$ cat config.mk
export PLATFORM = sky130hd
export DESIGN_NAME = hk_key_decoder
export DESIGN_NICKNAME = d
export VERILOG_FILES = /design/src/rtl/hk_pkg.sv /design/src/rtl/hk_pulse_class.sv /design/src/rtl/hk_key_fsm.sv /design/src/rtl/hk_try_code.sv /design/src/rtl/hk_fuse_addr.sv /design/src/rtl/hk_key_decoder.sv
export SDC_FILE = /design/constraint.sdc
export NUM_CORES = 1
export LEC_CHECK = 0
export BUFFER_PORTS_ARGS = -buffer_cell sky130_fd_sc_hd__buf_4
export CAP_MARGIN = 10
export CORE_ASPECT_RATIO = 1.1
export CORE_MARGIN = 10
export CORE_UTILIZATION = 55
export DETAILED_ROUTE_END_ITERATION = 6
export PLACE_DENSITY = 0.81
export SYNTH_ARGS = -nofsm -noshare
export SYNTH_HDL_FRONTEND = slang
export SYNTH_SLANG_ARGS = --single-unit
export TNS_END_PERCENT = 20
$ cat constraint.sdc
create_clock -name clk -period 2.85 [get_ports clk]
set_input_delay 0.285 -clock clk [delete_from_list [all_inputs] [get_ports clk]]
set_output_delay 0.285 -clock clk [all_outputs]
set_load 0.05 [all_outputs]
$ cat src/rtl/hk_pkg.sv
package hk_pkg;
  typedef enum logic [3:0] {
    SEL_NONE    = 4'd0,
    SEL_TRIM_PU = 4'd1,
    SEL_TRIM_NU = 4'd2,
    SEL_TRIM_PD = 4'd3,
    SEL_TRIM_ND = 4'd4,
    SEL_OUTCHK  = 4'd5,
    SEL_F_MAG   = 4'd6,
    SEL_F_SIGN  = 4'd7,
    SEL_F_OLCK  = 4'd8
  } sel_e;

  typedef enum logic [1:0] {
    MODE_IDLE = 2'd0,
    MODE_TRY  = 2'd1,
    MODE_READ = 2'd2,
    MODE_BLOW = 2'd3
  } mode_e;

  typedef enum logic [3:0] {
    K_IDLE, K_H, K_HM, K_HMH, K_HMHM, K_TRY, K_FUSE, K_BLOWN, K_ERR
  } kst_e;
endpackage

$ cat src/rtl/hk_pulse_class.sv
module hk_pulse_class #(
  parameter int LEN_W    = 8,
  parameter int ACT_MIN  = 4,
  parameter int BLOW_MIN = 20
) (
  input  logic             valid,
  input  logic             kind,
  input  logic [LEN_W-1:0] len,
  output logic             ev_mid,
  output logic             ev_key,
  output logic             ev_blow
);
  localparam logic [LEN_W-1:0] ACT_L  = LEN_W'(ACT_MIN);
  localparam logic [LEN_W-1:0] BLOW_L = LEN_W'(BLOW_MIN);

  logic long_ok;
  logic blow_len;

  always_comb begin
    long_ok  = (len >= ACT_L);
    blow_len = (len >= BLOW_L);
    ev_mid   = valid & ~kind & long_ok;
    ev_key   = valid &  kind & long_ok & ~blow_len;
    ev_blow  = valid &  kind & blow_len;
  end
endmodule

$ cat src/rtl/hk_key_fsm.sv
module hk_key_fsm
  import hk_pkg::*;
#(
  parameter int RUN_DOWN = 4,
  parameter int RUN_MODE = 11,
  parameter int RUN_OUT  = 3
) (
  input  logic  clk,
  input  logic  rst_n,
  input  logic  pwr_cycle,
  input  logic  ev_mid,
  input  logic  ev_key,
  input  logic  ev_blow,
  input  logic  locked,
  input  logic  addr_top,
  output sel_e  sel_q,
  output mode_e mode,
  output logic  err,
  output logic  blow_stb,
  output logic  try_load,
  output logic  try_inc,
  output logic  wrap_en,
  output logic  code_clr,
  output logic  fuse_load,
  output logic  fuse_shift,
  output logic  fuse_clr
);
  localparam int RUN_MAX = RUN_MODE + 1;
  localparam int RUN_W   = $clog2(RUN_MAX + 1);
  localparam logic [RUN_W-1:0] C_DOWN = RUN_W'(RUN_DOWN);
  localparam logic [RUN_W-1:0] C_MODE = RUN_W'(RUN_MODE);
  localparam logic [RUN_W-1:0] C_OUT  = RUN_W'(RUN_OUT);
  localparam logic [RUN_W-1:0] C_ONE  = RUN_W'(1);
  localparam logic [RUN_W-1:0] C_MAX  = RUN_W'(RUN_MAX);

  kst_e             st_q, st_d;
  sel_e             sel_d;
  logic [RUN_W-1:0] cnt_q, cnt_d, cnt_inc;
  logic             stb_q, stb_d;
  logic             go_err;

  always_comb begin
    st_d       = st_q;
    sel_d      = sel_q;
    cnt_d      = cnt_q;
    stb_d      = 1'b0;
    try_load   = 1'b0;
    try_inc    = 1'b0;
    fuse_load  = 1'b0;
    fuse_shift = 1'b0;
    go_err     = 1'b0;
    cnt_inc    = (cnt_q == C_MAX) ? cnt_q : cnt_q + C_ONE;

    if (pwr_cycle) begin
      st_d  = K_IDLE;
      sel_d = SEL_NONE;
      cnt_d = '0;
    end else begin
      unique case (st_q)
        K_IDLE: begin
          if (ev_key) st_d = K_H;
          else if (ev_mid || ev_blow) go_err = 1'b1;
        end
        K_H: begin
          if (ev_key) begin
            if (locked) go_err = 1'b1;
            else begin
              st_d = K_TRY; sel_d = SEL_TRIM_PU; cnt_d = '0; try_load = 1'b1;
            end
          end else if (ev_mid) begin
            st_d = K_HM; cnt_d = C_ONE;
          end else if (ev_blow) go_err = 1'b1;
        end
        K_HM: begin
          if (ev_mid) cnt_d = cnt_inc;
          else if (ev_key) begin
            if (cnt_q == C_ONE) begin
              st_d = K_HMH; cnt_d = '0;
            end else if (cnt_q == C_OUT) begin
              st_d = K_TRY; sel_d = SEL_OUTCHK; cnt_d = '0; try_load = 1'b1;
            end else go_err = 1'b1;
          end else if (ev_blow) go_err = 1'b1;
        end
        K_HMH: begin
          if (ev_key) begin
            if (locked) go_err = 1'b1;
            else begin
              st_d = K_TRY; sel_d = SEL_TRIM_NU; cnt_d = '0; try_load = 1'b1;
            end
          end else if (ev_mid) begin
            st_d = K_HMHM; cnt_d = C_ONE;
          end else if (ev_blow) go_err = 1'b1;
        end
        K_HMHM: begin
          if (ev_mid) cnt_d = cnt_inc;
          else if (ev_key) begin
            if (cnt_q == C_MODE && !locked) begin
              st_d = K_FUSE; sel_d = SEL_F_SIGN; cnt_d = '0; fuse_load = 1'b1;
            end else go_err = 1'b1;
          end else if (ev_blow) go_err = 1'b1;
        end
        K_TRY: begin
          if (ev_mid) begin
            try_inc = 1'b1;
            cnt_d   = cnt_inc;
          end else if (ev_key) begin
            unique case (sel_q)
              SEL_TRIM_PU: begin
                if (cnt_q == C_DOWN) begin
                  sel_d = SEL_TRIM_PD; cnt_d = '0; try_load = 1'b1;
                end else if (cnt_q == C_MODE && !locked) begin
                  st_d = K_FUSE; sel_d = SEL_F_MAG; cnt_d = '0; fuse_load = 1'b1;
                end else go_err = 1'b1;
              end
              SEL_TRIM_NU: begin
                if (cnt_q == C_DOWN) begin
                  sel_d = SEL_TRIM_ND; cnt_d = '0; try_load = 1'b1;
                end else go_err = 1'b1;
              end
              SEL_OUTCHK: begin
                if (cnt_q == C_MODE && !locked) begin
                  st_d = K_FUSE; sel_d = SEL_F_OLCK; cnt_d = '0; fuse_load = 1'b1;
                end else go_err = 1'b1;
              end
              default: go_err = 1'b1;
            endcase
          end else if (ev_blow) go_err = 1'b1;
        end
        K_FUSE: begin
          if (ev_mid) begin
            if (addr_top) go_err = 1'b1;
            else fuse_shift = 1'b1;
          end else if (ev_key) go_err = 1'b1;
          else if (ev_blow) begin
            st_d  = K_BLOWN;
            stb_d = 1'b1;
          end
        end
        default: begin
        end
      endcase
      if (go_err) begin
        st_d  = K_ERR;
        sel_d = SEL_NONE;
        cnt_d = '0;
      end
    end
  end

  always_comb begin
    code_clr = pwr_cycle | go_err | fuse_load;
    fuse_clr = pwr_cycle | go_err;
    wrap_en  = (sel_q == SEL_TRIM_PU) || (sel_q == SEL_TRIM_NU) ||
               (sel_q == SEL_TRIM_PD) || (sel_q == SEL_TRIM_ND);
    err      = (st_q == K_ERR);
    blow_stb = stb_q;
    unique case (st_q)
      K_TRY:   mode = MODE_TRY;
      K_FUSE:  mode = MODE_READ;
      K_BLOWN: mode = MODE_BLOW;
      default: mode = MODE_IDLE;
    endcase
  end

  always_ff @(posedge clk or negedge rst_n) begin
    if (!rst_n) begin
      st_q  <= K_IDLE;
      sel_q <= SEL_NONE;
      cnt_q <= '0;
      stb_q <= 1'b0;
    end else begin
      st_q  <= st_d;
      sel_q <= sel_d;
      cnt_q <= cnt_d;
      stb_q <= stb_d;
    end
  end
endmodule

$ cat src/rtl/hk_try_code.sv
module hk_try_code
  import hk_pkg::*;
#(
  parameter int CODE_W = 8
) (
  input  logic              clk,
  input  logic              rst_n,
  input  logic              clr,
  input  logic              load,
  input  logic              inc,
  input  logic              wrap_en,
  input  sel_e              sel,
  input  logic              locked,
  output logic [CODE_W-1:0] code,
  output logic [CODE_W-1:0] mag_sel,
  output logic              trim_neg,
  output logic [1:0]        fall_sel,
  output logic              pol_sel,
  output logic              chk_lo,
  output logic              chk_hi
);
  localparam logic [CODE_W-1:0] C_MAX = {CODE_W{1'b1}};
  localparam logic [CODE_W-1:0] C_ONE = CODE_W'(1);
  localparam logic [CODE_W-1:0] C_LO  = CODE_W'(8);
  localparam logic [CODE_W-1:0] C_HI  = CODE_W'(9);

  logic [CODE_W-1:0] code_q, code_d;
  logic              code_en;

  always_comb begin
    code_en = clr | load | inc;
    code_d  = code_q;
    if (clr)       code_d = '0;
    else if (load) code_d = C_ONE;
    else if (inc) begin
      if (wrap_en || code_q != C_MAX) code_d = code_q + C_ONE;
    end
  end

  always_ff @(posedge clk or negedge rst_n) begin
    if (!rst_n)       code_q <= '0;
    else if (code_en) code_q <= code_d;
  end

  logic is_out;

  always_comb begin
    code     = code_q;
    is_out   = (sel == SEL_OUTCHK);
    trim_neg = (sel == SEL_TRIM_NU) || (sel == SEL_TRIM_ND);
    unique case (sel)
      SEL_TRIM_PU, SEL_TRIM_NU: mag_sel = code_q;
      SEL_TRIM_PD, SEL_TRIM_ND: mag_sel = ~code_q;
      default:                  mag_sel = '0;
    endcase
    fall_sel = (is_out && !locked) ? code_q[1:0] : 2'b00;
    pol_sel  = is_out && !locked && code_q[2];
    chk_lo   = is_out && (code_q == C_LO);
    chk_hi   = is_out && (code_q == C_HI);
  end
endmodule

$ cat src/rtl/hk_fuse_addr.sv
module hk_fuse_addr
  import hk_pkg::*;
#(
  parameter int MAG_BITS  = 8,
  parameter int SIGN_BITS = 1,
  parameter int OL_BITS   = 5,
  parameter int ADDR_W    = 8
) (
  input  logic              clk,
  input  logic              rst_n,
  input  logic              clr,
  input  logic              load,
  input  logic              shift,
  input  sel_e              sel,
  output logic [ADDR_W-1:0] addr,
  output logic              at_top
);
  localparam logic [ADDR_W-1:0] A_ONE = ADDR_W'(1);

  logic [ADDR_W-1:0] addr_q, addr_d;
  logic              addr_en;
  logic [ADDR_W-1:0] top_mask [3];

  localparam int TOPS [3] = '{MAG_BITS - 1, SIGN_BITS - 1, OL_BITS - 1};

  for (genvar g = 0; g < 3; g++) begin : g_mask
    assign top_mask[g] = A_ONE << TOPS[g];
  end

  always_comb begin
    addr_en = clr | load | shift;
    addr_d  = addr_q;
    if (clr)        addr_d = '0;
    else if (load)  addr_d = A_ONE;
    else if (shift) addr_d = addr_q << 1;
  end

  always_ff @(posedge clk or negedge rst_n) begin
    if (!rst_n)       addr_q <= '0;
    else if (addr_en) addr_q <= addr_d;
  end

  always_comb begin
    addr = addr_q;
    unique case (sel)
      SEL_F_MAG:  at_top = |(addr_q & top_mask[0]);
      SEL_F_SIGN: at_top = |(addr_q & top_mask[1]);
      SEL_F_OLCK: at_top = |(addr_q & top_mask[2]);
      default:    at_top = 1'b0;
    endcase
  end
endmodule

$ cat src/rtl/hk_key_decoder.sv
module hk_key_decoder
  import hk_pkg::*;
#(
  parameter int LEN_W     = 8,
  parameter int ACT_MIN   = 4,
  parameter int BLOW_MIN  = 20,
  parameter int CODE_W    = 8,
  parameter int RUN_DOWN  = 4,
  parameter int RUN_MODE  = 11,
  parameter int RUN_OUT   = 3,
  parameter int MAG_BITS  = 8,
  parameter int SIGN_BITS = 1,
  parameter int OL_BITS   = 5,
  localparam int ADDR_W   = (MAG_BITS > OL_BITS) ?
                            ((MAG_BITS > SIGN_BITS) ? MAG_BITS : SIGN_BITS) :
                            ((OL_BITS > SIGN_BITS) ? OL_BITS : SIGN_BITS)
) (
  input  logic              clk,
  input  logic              rst_n,
  input  logic              pwr_cycle,
  input  logic              lock_fuse,
  input  logic              pulse_valid,
  input  logic              pulse_kind,
  input  logic [LEN_W-1:0]  pulse_len,
  output logic [3:0]        sel,
  output logic [1:0]        mode,
  output logic              err,
  output logic              blow_stb,
  output logic [CODE_W-1:0] code,
  output logic [CODE_W-1:0] mag_sel,
  output logic              trim_neg,
  output logic [1:0]        fall_sel,
  output logic              pol_sel,
  output logic              chk_lo,
  output logic              chk_hi,
  output logic [ADDR_W-1:0] fuse_addr
);
  logic  ev_mid, ev_key, ev_blow;
  sel_e  sel_q;
  mode_e mode_w;
  logic  addr_top;
  logic  try_load, try_inc, wrap_en, code_clr;
  logic  fuse_load, fuse_shift, fuse_clr;

  hk_pulse_class #(
    .LEN_W(LEN_W), .ACT_MIN(ACT_MIN), .BLOW_MIN(BLOW_MIN)
  ) u_class (
    .valid(pulse_valid), .kind(pulse_kind), .len(pulse_len),
    .ev_mid(ev_mid), .ev_key(ev_key), .ev_blow(ev_blow)
  );

  hk_key_fsm #(
    .RUN_DOWN(RUN_DOWN), .RUN_MODE(RUN_MODE), .RUN_OUT(RUN_OUT)
  ) u_fsm (
    .clk(clk), .rst_n(rst_n), .pwr_cycle(pwr_cycle),
    .ev_mid(ev_mid), .ev_key(ev_key), .ev_blow(ev_blow),
    .locked(lock_fuse), .addr_top(addr_top),
    .sel_q(sel_q), .mode(mode_w), .err(err), .blow_stb(blow_stb),
    .try_load(try_load), .try_inc(try_inc), .wrap_en(wrap_en),
    .code_clr(code_clr), .fuse_load(fuse_load), .fuse_shift(fuse_shift),
    .fuse_clr(fuse_clr)
  );

  hk_try_code #(.CODE_W(CODE_W)) u_code (
    .clk(clk), .rst_n(rst_n), .clr(code_clr), .load(try_load),
    .inc(try_inc), .wrap_en(wrap_en), .sel(sel_q), .locked(lock_fuse),
    .code(code), .mag_sel(mag_sel), .trim_neg(trim_neg),
    .fall_sel(fall_sel), .pol_sel(pol_sel), .chk_lo(chk_lo), .chk_hi(chk_hi)
  );

  hk_fuse_addr #(
    .MAG_BITS(MAG_BITS), .SIGN_BITS(SIGN_BITS), .OL_BITS(OL_BITS),
    .ADDR_W(ADDR_W)
  ) u_addr (
    .clk(clk), .rst_n(rst_n), .clr(fuse_clr), .load(fuse_load),
    .shift(fuse_shift), .sel(sel_q), .addr(fuse_addr), .at_top(addr_top)
  );

  assign sel  = sel_q;
  assign mode = mode_w;
endmodule

==> impl_metrics.py, run 1 <==
metrics = {
    "critical_path": {
        "cp-end-kind": "output pin",
        "slowest_stage": "dfrtp_1",
        "cpPeakStageDelay_ps": 590,
        "worstPathRequired_ps": 2570,
        "crit_type": "reg2out",
        "critPathLaunchType": "flop",
        "path_max_fanout": 12,
        "arrival_ps": 2340,
        "cp_cell_sequence": "nor3b_1 -> nand2_1 -> or4_1 -> nor2_1 -> buf_4",
    },
    "clock_tree": {
        "cts_buffers": 5,
        "cts-root-buf": "clkbuf_8",
        "clkTransAtPathRegs_ps": 60,
        "htreeDepth": 2,
        "cts.sinks": 29,
        "cts_max_path_buffers": 2,
        "worstSkewPairLatency_ps": 290,
        "post_cts.repair.setup_buffers": 0,
        "post_cts_resized": 0,
        "cts_tree": "yes",
        "postCtsHoldBufs": 1,
    },
    "final_layout": {
        "antenna_cells": 0,
        "stdcell_area_um2": 2870,
        "synthToLayoutAreaGrowth_pct": 21.4,
        "post-route-util_pct": 70.9,
        "drive_gt1_share_pct": 24.3,
        "final_nets": 360,
    },
    "sta": {
        "finalHoldViolCount": 0,
        "period_share_pct": 92.2,
        "max_clock_freq_mhz": 381,
        "max-slew-margin-rel_pct": 67.8,
        "finalMaxSlewViolations": 0,
        "tightest_slew_ps": 470,
        "finalCriticalPeriod_ps": 2630,
        "setup_viol": 0,
        "rsz0062_at_grt": "false",
        "clock-skew-final_ps": 4.45,
    },
    "floorplan": {
        "core_area_um2": 4050,
        "rows": 24,
        "die_w_um": 82.6,
        "die_y_um": 88.8,
        "die_area_um2": 7330,
        "io-pin-count": 52,
        "start_util_pct": 58.4,
    },
    "global_route": {
        "grt_max_degree": 30,
        "grt_pass1_vias": 2254,
        "grt_usage_pct": 18.2,
        "antenna_found_initial": 0,
        "grt_first_pass_wirelength_mm": 10.6,
        "globalRouteOverflowTotal": 0,
    },
    "power": {
        "sw_frac_of_total_pct": 32.0,
        "p_int_uw": 668,
        "power_frac_seq_pct": 45.0,
        "netSwitchingPower_uw": 314,
        "p_per_area_nw_per_um2": 342,
        "peakVddDrop_uv": 298,
        "p_leak_nw": 1.29,
        "finalPower_uw": 982,
        "clkPwrFrac_pct": 33.5,
        "pwr-share-comb_pct": 21.5,
    },
    "logic_synthesis": {
        "synth_seq_cells": 29,
        "synth_ff_type": "dfrtp_1",
        "yosys-top-cells-area": "dfrtp_1, nor2_1, nand2_1, a21oi_1, mux2i_1",
        "synth_edf_count": 0,
        "yosysUniqueCellTypes": 61,
        "netlist_instances": 292,
        "synthArstFlopShare_pct": 100,
        "netlist_area_um2": 2370,
        "synth_area_per_cell_um2": 8.11,
        "synth.top_cell.area_share_pct": 30.7,
        "yosysSeqAreaShare_pct": 30.7,
        "yosysWarnings": 0,
        "syn-num-nets": 312,
        "synth.largest_area_cell": "dfrtp_1",
    },
    "drt": {
        "avgViaCountPerCell": 6.01,
        "drt_iter0_drc": 139,
        "drc_errors": 0,
        "avgRoutedWirePerCell_um": 16.8,
        "via_count": 2361,
        "first_pass_iters": 5,
        "drt.antenna.violating_nets": 0,
        "finalWirelength_mm": 6.62,
    },
    "hold_path": {
        "hold_path.class": "in2reg",
    },
    "place": {
        "dpl_cell_area_um2": 2780,
        "place.gp.congestion": 0.919,
        "port_buffers": 49,
        "dp_hpwl_mm": 5.04,
    },
    "status": {
        "status": "finished clean",
    },
    "flow_run": {
        "maxCapViolations": 0,
    },
}
## critical path: cells and delay by family (launching register included)
family | cells | cell delay [ps]
buf+inv | 1 | 200
flops | 1 | 590
simple gates | 4 | 1260
## logic make-up (layout without fill, tap and decap cells)
group	count (synthesis)	in the layout	share of synthesized area (%)
mux	13	13	6.18
compound gates	73	73	21.0
fa+ha+maj	6	6	3.17
buf+inv	29	78	5.39
simple gates	132	132	29.9
flops	29	29	30.7
xor+xnor	10	10	3.70
## registers in the layout (all words and copies together) (netlist names)
name and cells:
u_addr.addr 8, u_code.code 8, u_fsm.cnt_q 4, u_fsm.sel_q 4
u_fsm.st_q 4, u_fsm.blow_stb 1
## placed cells by master, fill, tap and decap left out, drive strengths merged, types with 9 or more instances in the layout
master  netlist  layout
nor3         13      13
o21ai        15      15
a21oi        22      22
buf          10      58
dfrtp        29      29
inv          10      10
nand3        12      12
nand2        30      30
nor2         36      36
mux2i         9       9
## per-layer routing
| metal | up-vias | wire (µm) | share of wire [%] | track usage (%) |
|---|---|---|---|---|
| li1 | 1159 | - | - | - |
| met1 | 1111 | 2670 | 40 | 21.9 |
| met2 | 80 | 3300 | 50 | 30.8 |
| met3 | 11 | 544 | 8.2 | 4.26 |
| met4 | 0 | 110 | 1.7 | 6.54 |
| met5 | - | 0 | 0 | 0 |
## stage by stage
step	hold slack, ps	setup TNS, ps	setup WS [ps]	std cells
2_1_floorplan	-10.6	-1660	-207	292
3_3_place_gp	235	0	406	384
3_5_place_dp	235	0	372	384
4_1_cts	209	0	226	393
5_1_grt	228	0	0.842	393
6_report	219	0	222	393
## final timing paths
check / from / endpoint / slack [ps] / cells after the start
max: u_fsm.sel_q[0] / chk_lo / 220 / 5
min: pwr_cycle / u_fsm.st_q[3] / 220 / 2
max reg2reg: u_fsm.cnt_q[0] / u_fsm.sel_q[1] / 330 / 9
min reg2reg: u_addr.addr[3] / u_addr.addr[4] / 550 / 2
max in group asynchronous: rst_n / u_code.code[7] / 2090 / 2
min in group asynchronous: rst_n / u_fsm.blow_stb / 450 / 2
## Yosys cell counts (all sizes together), types with 4 or more instances
cell type   n
o21ai      15
a21oi      22
xor2        5
a31oi       5
inv        10
nand2      30
clkbuf      8
mux2        4
dfrtp      29
mux2i       9
xnor2       5
ha          6
nor2       36
nand4       6
nand3      12
or3         4
nor3       13
buf        10
## area by class of cell
| cell class | count | area, µm² |
|---|---|---|
| multi-input combinational | 234 | 1510 |
| fill | 345 | 1180 |
| sequential | 29 | 726 |
| timing repair buffer | 59 | 445 |
| clock buffer | 6 | 72.6 |
| tap | 52 | 65.1 |
| inverter | 11 | 41.3 |
| clock inverter | 2 | 10.0 |
## power groups by stage
stage / Sequential [mW] / Combinational (mW) / Clock, mW
final: 0.442 / 0.211 / 0.329
after global routing: 0.445 / 0.228 / 0.353
after CTS: 0.441 / 0.210 / 0.336
after detailed placement: 0.449 / 0.207 / 0
after global placement: 0.448 / 0.205 / 0
after floorplan: 0.440 / 0.148 / 0
(Power assumes the default switching activity.)
==> run 2, diff against run 1 <==
--- a/config.mk
+++ b/config.mk
@@ -11,7 +11,7 @@
 export CORE_MARGIN = 10
 export CORE_UTILIZATION = 55
 export DETAILED_ROUTE_END_ITERATION = 6
-export PLACE_DENSITY = 0.81
+export PLACE_DENSITY = 0.88
 export SYNTH_ARGS = -nofsm -noshare
 export SYNTH_HDL_FRONTEND = slang
 export SYNTH_SLANG_ARGS = --single-unit
==> run 2 against run 1 <==
Net effect: critical path depth did not move; routed wire length rose by 0.33%; highest routed layer unchanged; critical endpoint unchanged; fmax grew 1.7%.
==> impl_metrics.py, run 2 (synthesis results as in run 1) <==
metrics = {
    "sta": {
        "finalMaxSlewViolations": 0,
        "setup_viol": 0,
        "max-slew-margin-rel_pct": 69.0,
        "clock-skew-final_ps": 14.0,
        "tightest_slew_ps": 464,
        "rsz0062_at_grt": "false",
        "finalCriticalPeriod_ps": 2580,
        "hold_ws_ps": 218,
        "finalHoldViolCount": 0,
        "period_share_pct": 90.7,
        "max_clock_freq_mhz": 387,
    },
    "clock_tree": {
        "cts.sinks": 29,
        "post_cts.repair.setup_buffers": 0,
        "htreeDepth": 2,
        "clkTransAtPathRegs_ps": 60,
        "cts-root-buf": "clkbuf_8",
        "cts_tree": "yes",
        "cts_buffers": 5,
        "worstSkewPairLatency_ps": 290,
        "cts_max_path_buffers": 2,
    },
    "drt": {
        "drc_errors": 0,
        "drt.antenna.violating_nets": 0,
        "avgRoutedWirePerCell_um": 16.9,
        "drt_iter0_drc": 227,
        "finalWirelength_mm": 6.64,
        "avgViaCountPerCell": 6.28,
        "via_count": 2475,
        "first_pass_iters": 5,
    },
    "critical_path": {
        "path_max_fanout": 12,
        "crit_type": "reg2out",
        "worstPathRequired_ps": 2570,
        "critPathLaunchType": "flop",
        "cp-end-kind": "output pin",
        "arrival_ps": 2300,
    },
    "floorplan": {
        "die_w_um": 82.6,
        "die_y_um": 88.8,
        "rows": 24,
        "io-pin-count": 52,
        "start_util_pct": 58.4,
        "die_area_um2": 7330,
        "core_area_um2": 4050,
    },
    "global_route": {
        "grt_first_pass_wirelength_mm": 10.6,
        "globalRouteOverflowTotal": 0,
        "grt_pass1_vias": 2213,
        "grt_usage_pct": 18.0,
        "antenna_found_initial": 0,
        "grt_max_degree": 30,
    },
    "final_layout": {
        "synthToLayoutAreaGrowth_pct": 22.1,
        "antenna_cells": 0,
        "post-route-util_pct": 71.3,
        "drive_gt1_share_pct": 25.1,
        "layoutNonFillerInstCount": 394,
        "final_nets": 361,
        "filler_cell_count": 339,
        "stdcell_area_um2": 2890,
        "final_common_cell": "buf_4",
        "layout_common_cells": "buf_4, nor2_1, nand2_1, dfrtp_1, a21oi_1",
    },
    "power": {
        "p_per_area_nw_per_um2": 348,
        "p_leak_nw": 1.29,
        "peakVddDrop_uv": 284,
    },
    "flow_run": {
        "maxCapViolations": 0,
    },
    "place": {
        "place.gp.congestion": 0.975,
        "dp_hpwl_mm": 4.94,
        "port_buffers": 49,
        "post-place-cells": 385,
        "dpl_cell_area_um2": 2790,
    },
    "hold_path": {
        "hold_path.class": "in2reg",
    },
    "status": {
        "status": "finished clean",
    },
}
-- run 2: critical path: stages (launching register included) --
cell     delay, ps
dfrtp_1        520
nor3b_1        370
nand2_1        230
or4_1          580
nor2_1         110
buf_4          200
-- run 2: final timing paths --
check | startpoint | endpoint | slack, ps | cells past startpoint
worst min-delay path | pwr_cycle | u_fsm.st_q[3] | 220 | 2
worst min register to register | u_addr.addr[2] | u_addr.addr[3] | 550 | 2
worst max-delay path | u_fsm.sel_q[1] | chk_lo | 270 | 5
worst max register to register | u_fsm.cnt_q[0] | u_fsm.st_q[2] | 310 | 9
max in group asynchronous | rst_n | u_fsm.sel_q[0] | 2100 | 2
min in group asynchronous | rst_n | u_fsm.sel_q[2] | 450 | 2
-- run 2: power breakdown --
part | switching (mW) | total [mW] | internal (mW)
combinational | 0.135 | 0.217 | 0.0826
sequential | 0.0233 | 0.442 | 0.419
clock | 0.176 | 0.347 | 0.171
total | 0.334 | 1.01 | 0.672
-- run 2: layout make-up --
type | instances | area [µm²] | share of cell area [%]
clock inverter | 3 | 22.5 | 0.779
inverter | 11 | 41.3 | 1.43
timing repair buffer | 60 | 453 | 15.7
tap | 52 | 65.1 | 2.25
clock buffer | 5 | 68.8 | 2.38
multi-input combinational | 234 | 1510 | 52.4
sequential | 29 | 727 | 25.1
-- run 2: repair_timing --
action | 4_1_cts | 5_1_grt
gates resized for setup | 0 | 1
hold endpoints to repair | 29 | 0
endpoints found under the setup margin | 0 | 2
hold buffers | 1 | 0
-- run 2: stage by stage --
stage	total power [mW]	setup slack [ps]	TNS, ps
final	1.01	266	0
after floorplan	0.588	-207	-1660
after global placement	0.656	425	0
after global routing	1.05	61.3	0
after detailed placement	0.659	416	0
after CTS	1.01	167	0
-- run 2: routing by layer --
layer	global-route usage (%)	vias up	wire length [µm]	part of all wire [%]
li1	-	1159	-	-
met3	4.46	30	668	10
met1	21.0	1153	2530	38
met2	31.1	133	3220	48
met4	6.09	0	217	3.3
met5	0	-	0	0
==> run 3, diff against run 2 <==
--- a/config.mk
+++ b/config.mk
@@ -11,6 +11,7 @@
 export CORE_MARGIN = 10
 export CORE_UTILIZATION = 55
 export DETAILED_ROUTE_END_ITERATION = 6
+export GPL_TIMING_DRIVEN = 0
 export PLACE_DENSITY = 0.88
 export SYNTH_ARGS = -nofsm -noshare
 export SYNTH_HDL_FRONTEND = slang
==> run 3 against run 2 <==
Net effect: core utilization increased by 1.9 points; sequential cell count unchanged; clock skew fell by 2.6 ps.
==> impl_metrics.py, run 3 (synthesis results as in run 1) <==
metrics = {
    "global_route": {
        "antenna_found_initial": 0,
        "grt_max_degree": 30,
        "grt_first_pass_wirelength_mm": 11.2,
        "grt_pass1_vias": 2305,
        "globalRouteOverflowTotal": 0,
        "grt_usage_pct": 19.0,
    },
    "sta": {
        "max-slew-margin-rel_pct": 49.5,
        "hold_ws_ps": 217,
        "setup_viol": 0,
        "tightest_slew_ps": 746,
        "max_clock_freq_mhz": 371,
        "setup_tns_ps": 0,
        "rsz0062_at_grt": "true",
        "finalMaxSlewViolations": 0,
        "finalHoldViolCount": 0,
        "clock-skew-final_ps": 11.4,
        "fin_ws_ps": 153,
        "finalCriticalPeriod_ps": 2700,
        "period_share_pct": 94.6,
    },
    "final_layout": {
        "post-route-util_pct": 73.3,
        "layoutNonFillerInstCount": 401,
        "synthToLayoutAreaGrowth_pct": 25.5,
        "antenna_cells": 0,
        "final_nets": 368,
        "layout_common_cells": "buf_4, nor2_1, nand2_1, dfrtp_1, a21oi_1",
        "filler_cell_count": 331,
        "final_common_cell": "buf_4",
        "drive_gt1_share_pct": 26.1,
    },
    "critical_path": {
        "arrival_ps": 2870,
        "worstPathRequired_ps": 3020,
        "cp-end-kind": "flop",
        "crit_type": "reg2reg",
        "critPathLaunchType": "flop",
        "path_max_fanout": 10,
    },
    "floorplan": {
        "rows": 24,
        "die_w_um": 82.6,
        "die_y_um": 88.8,
        "die_area_um2": 7330,
        "core_area_um2": 4050,
        "io-pin-count": 52,
        "start_util_pct": 58.4,
    },
    "drt": {
        "drt_iter0_drc": 216,
        "avgViaCountPerCell": 6.13,
        "via_count": 2460,
        "drc_errors": 0,
        "drt.antenna.violating_nets": 0,
        "avgRoutedWirePerCell_um": 17.3,
        "first_pass_iters": 7,
        "finalWirelength_mm": 6.94,
    },
    "power": {
        "peakVddDrop_uv": 288,
        "p_leak_nw": 1.33,
        "p_per_area_nw_per_um2": 398,
    },
    "clock_tree": {
        "htreeDepth": 2,
        "cts_max_path_buffers": 2,
        "cts_tree": "yes",
        "cts_buffers": 5,
        "clkTransAtPathRegs_ps": 80,
        "cts-root-buf": "clkbuf_8",
        "worstSkewPairLatency_ps": 290,
        "post_cts.repair.setup_buffers": 0,
        "cts.sinks": 29,
    },
    "place": {
        "dp_hpwl_mm": 5.15,
        "place.gp.congestion": 0.974,
        "port_buffers": 49,
        "dp_slack_ps": 37.9,
        "post-place-cells": 393,
    },
    "hold_path": {
        "hold_path.class": "in2reg",
    },
    "flow_run": {
        "maxCapViolations": 0,
    },
    "status": {
        "status": "finished clean",
    },
}
## run 3: worst paths after layout
kind | start | depth (start not counted) | slack [ps] | endpoint
min reg2reg | u_addr.addr[6] | 2 | 550 | u_addr.addr[6]
max in group asynchronous | rst_n | 2 | 2100 | u_fsm.sel_q[3]
min in group asynchronous | rst_n | 2 | 450 | u_fsm.st_q[1]
max reg2reg | u_fsm.cnt_q[0] | 9 | 150 | u_fsm.sel_q[1]
min | pwr_cycle | 2 | 220 | u_fsm.st_q[3]
max | u_fsm.cnt_q[0] | 9 | 150 | u_fsm.sel_q[1]
## run 3: metrics by stage
step | area, µm² | power, mW
after floorplan | 2370 | 0.588
after global placement | 2800 | 0.657
after detailed placement | 2800 | 0.659
after CTS | 2940 | 1.18
after global routing | 2970 | 1.23
final | 2970 | 1.18
## run 3: power breakdown
part	leakage, nW	switching (mW)	total [mW]	internal [mW]
Sequential	0.402	0.00537	0.424	0.419
Clock	0.0681	0.176	0.523	0.347
Combinational	0.863	0.155	0.236	0.0816
Total	1.33	0.335	1.18	0.847
## run 3: timing repair
action                                  4_1_cts  5_1_grt
endpoints found under the setup margin        0        9
gates resized for setup                       0        7
endpoints found under the hold margin        29        0
hold buffers                                  1        0
## run 3: layout make-up
cell class / instances / area (µm²) / share of cell area (%)
Sequential cell: 29 / 726 / 24.4
Multi-Input combinational cell: 234 / 1540 / 52.0
Inverter: 11 / 41.3 / 1.39
Tap cell: 52 / 65.1 / 2.19
Clock buffer: 5 / 68.8 / 2.32
Clock inverter: 3 / 65.1 / 2.19
Buffer: 17 / 82.6 / 2.78
Timing Repair Buffer: 50 / 378 / 12.7
## run 3: layer usage
layer | vias to the layer above | part of all wire [%] | track usage (%)
met5 | - | 0 | 0
met4 | 0 | 1.7 | 5.48
met3 | 19 | 8.4 | 3.55
met2 | 112 | 49 | 33.0
met1 | 1156 | 41 | 23.1
li1 | 1173 | - | -
## run 3: worst max-delay path: stages, from the launching register on
cell      delay (ps)
dfrtp_1          460
ha_1             280
nor4bb_2         190
nor3_1           390
a22oi_1          170
a31o_2           320
nand3_4          130
nand2b_4         160
buf_6            160
mux2_4           300
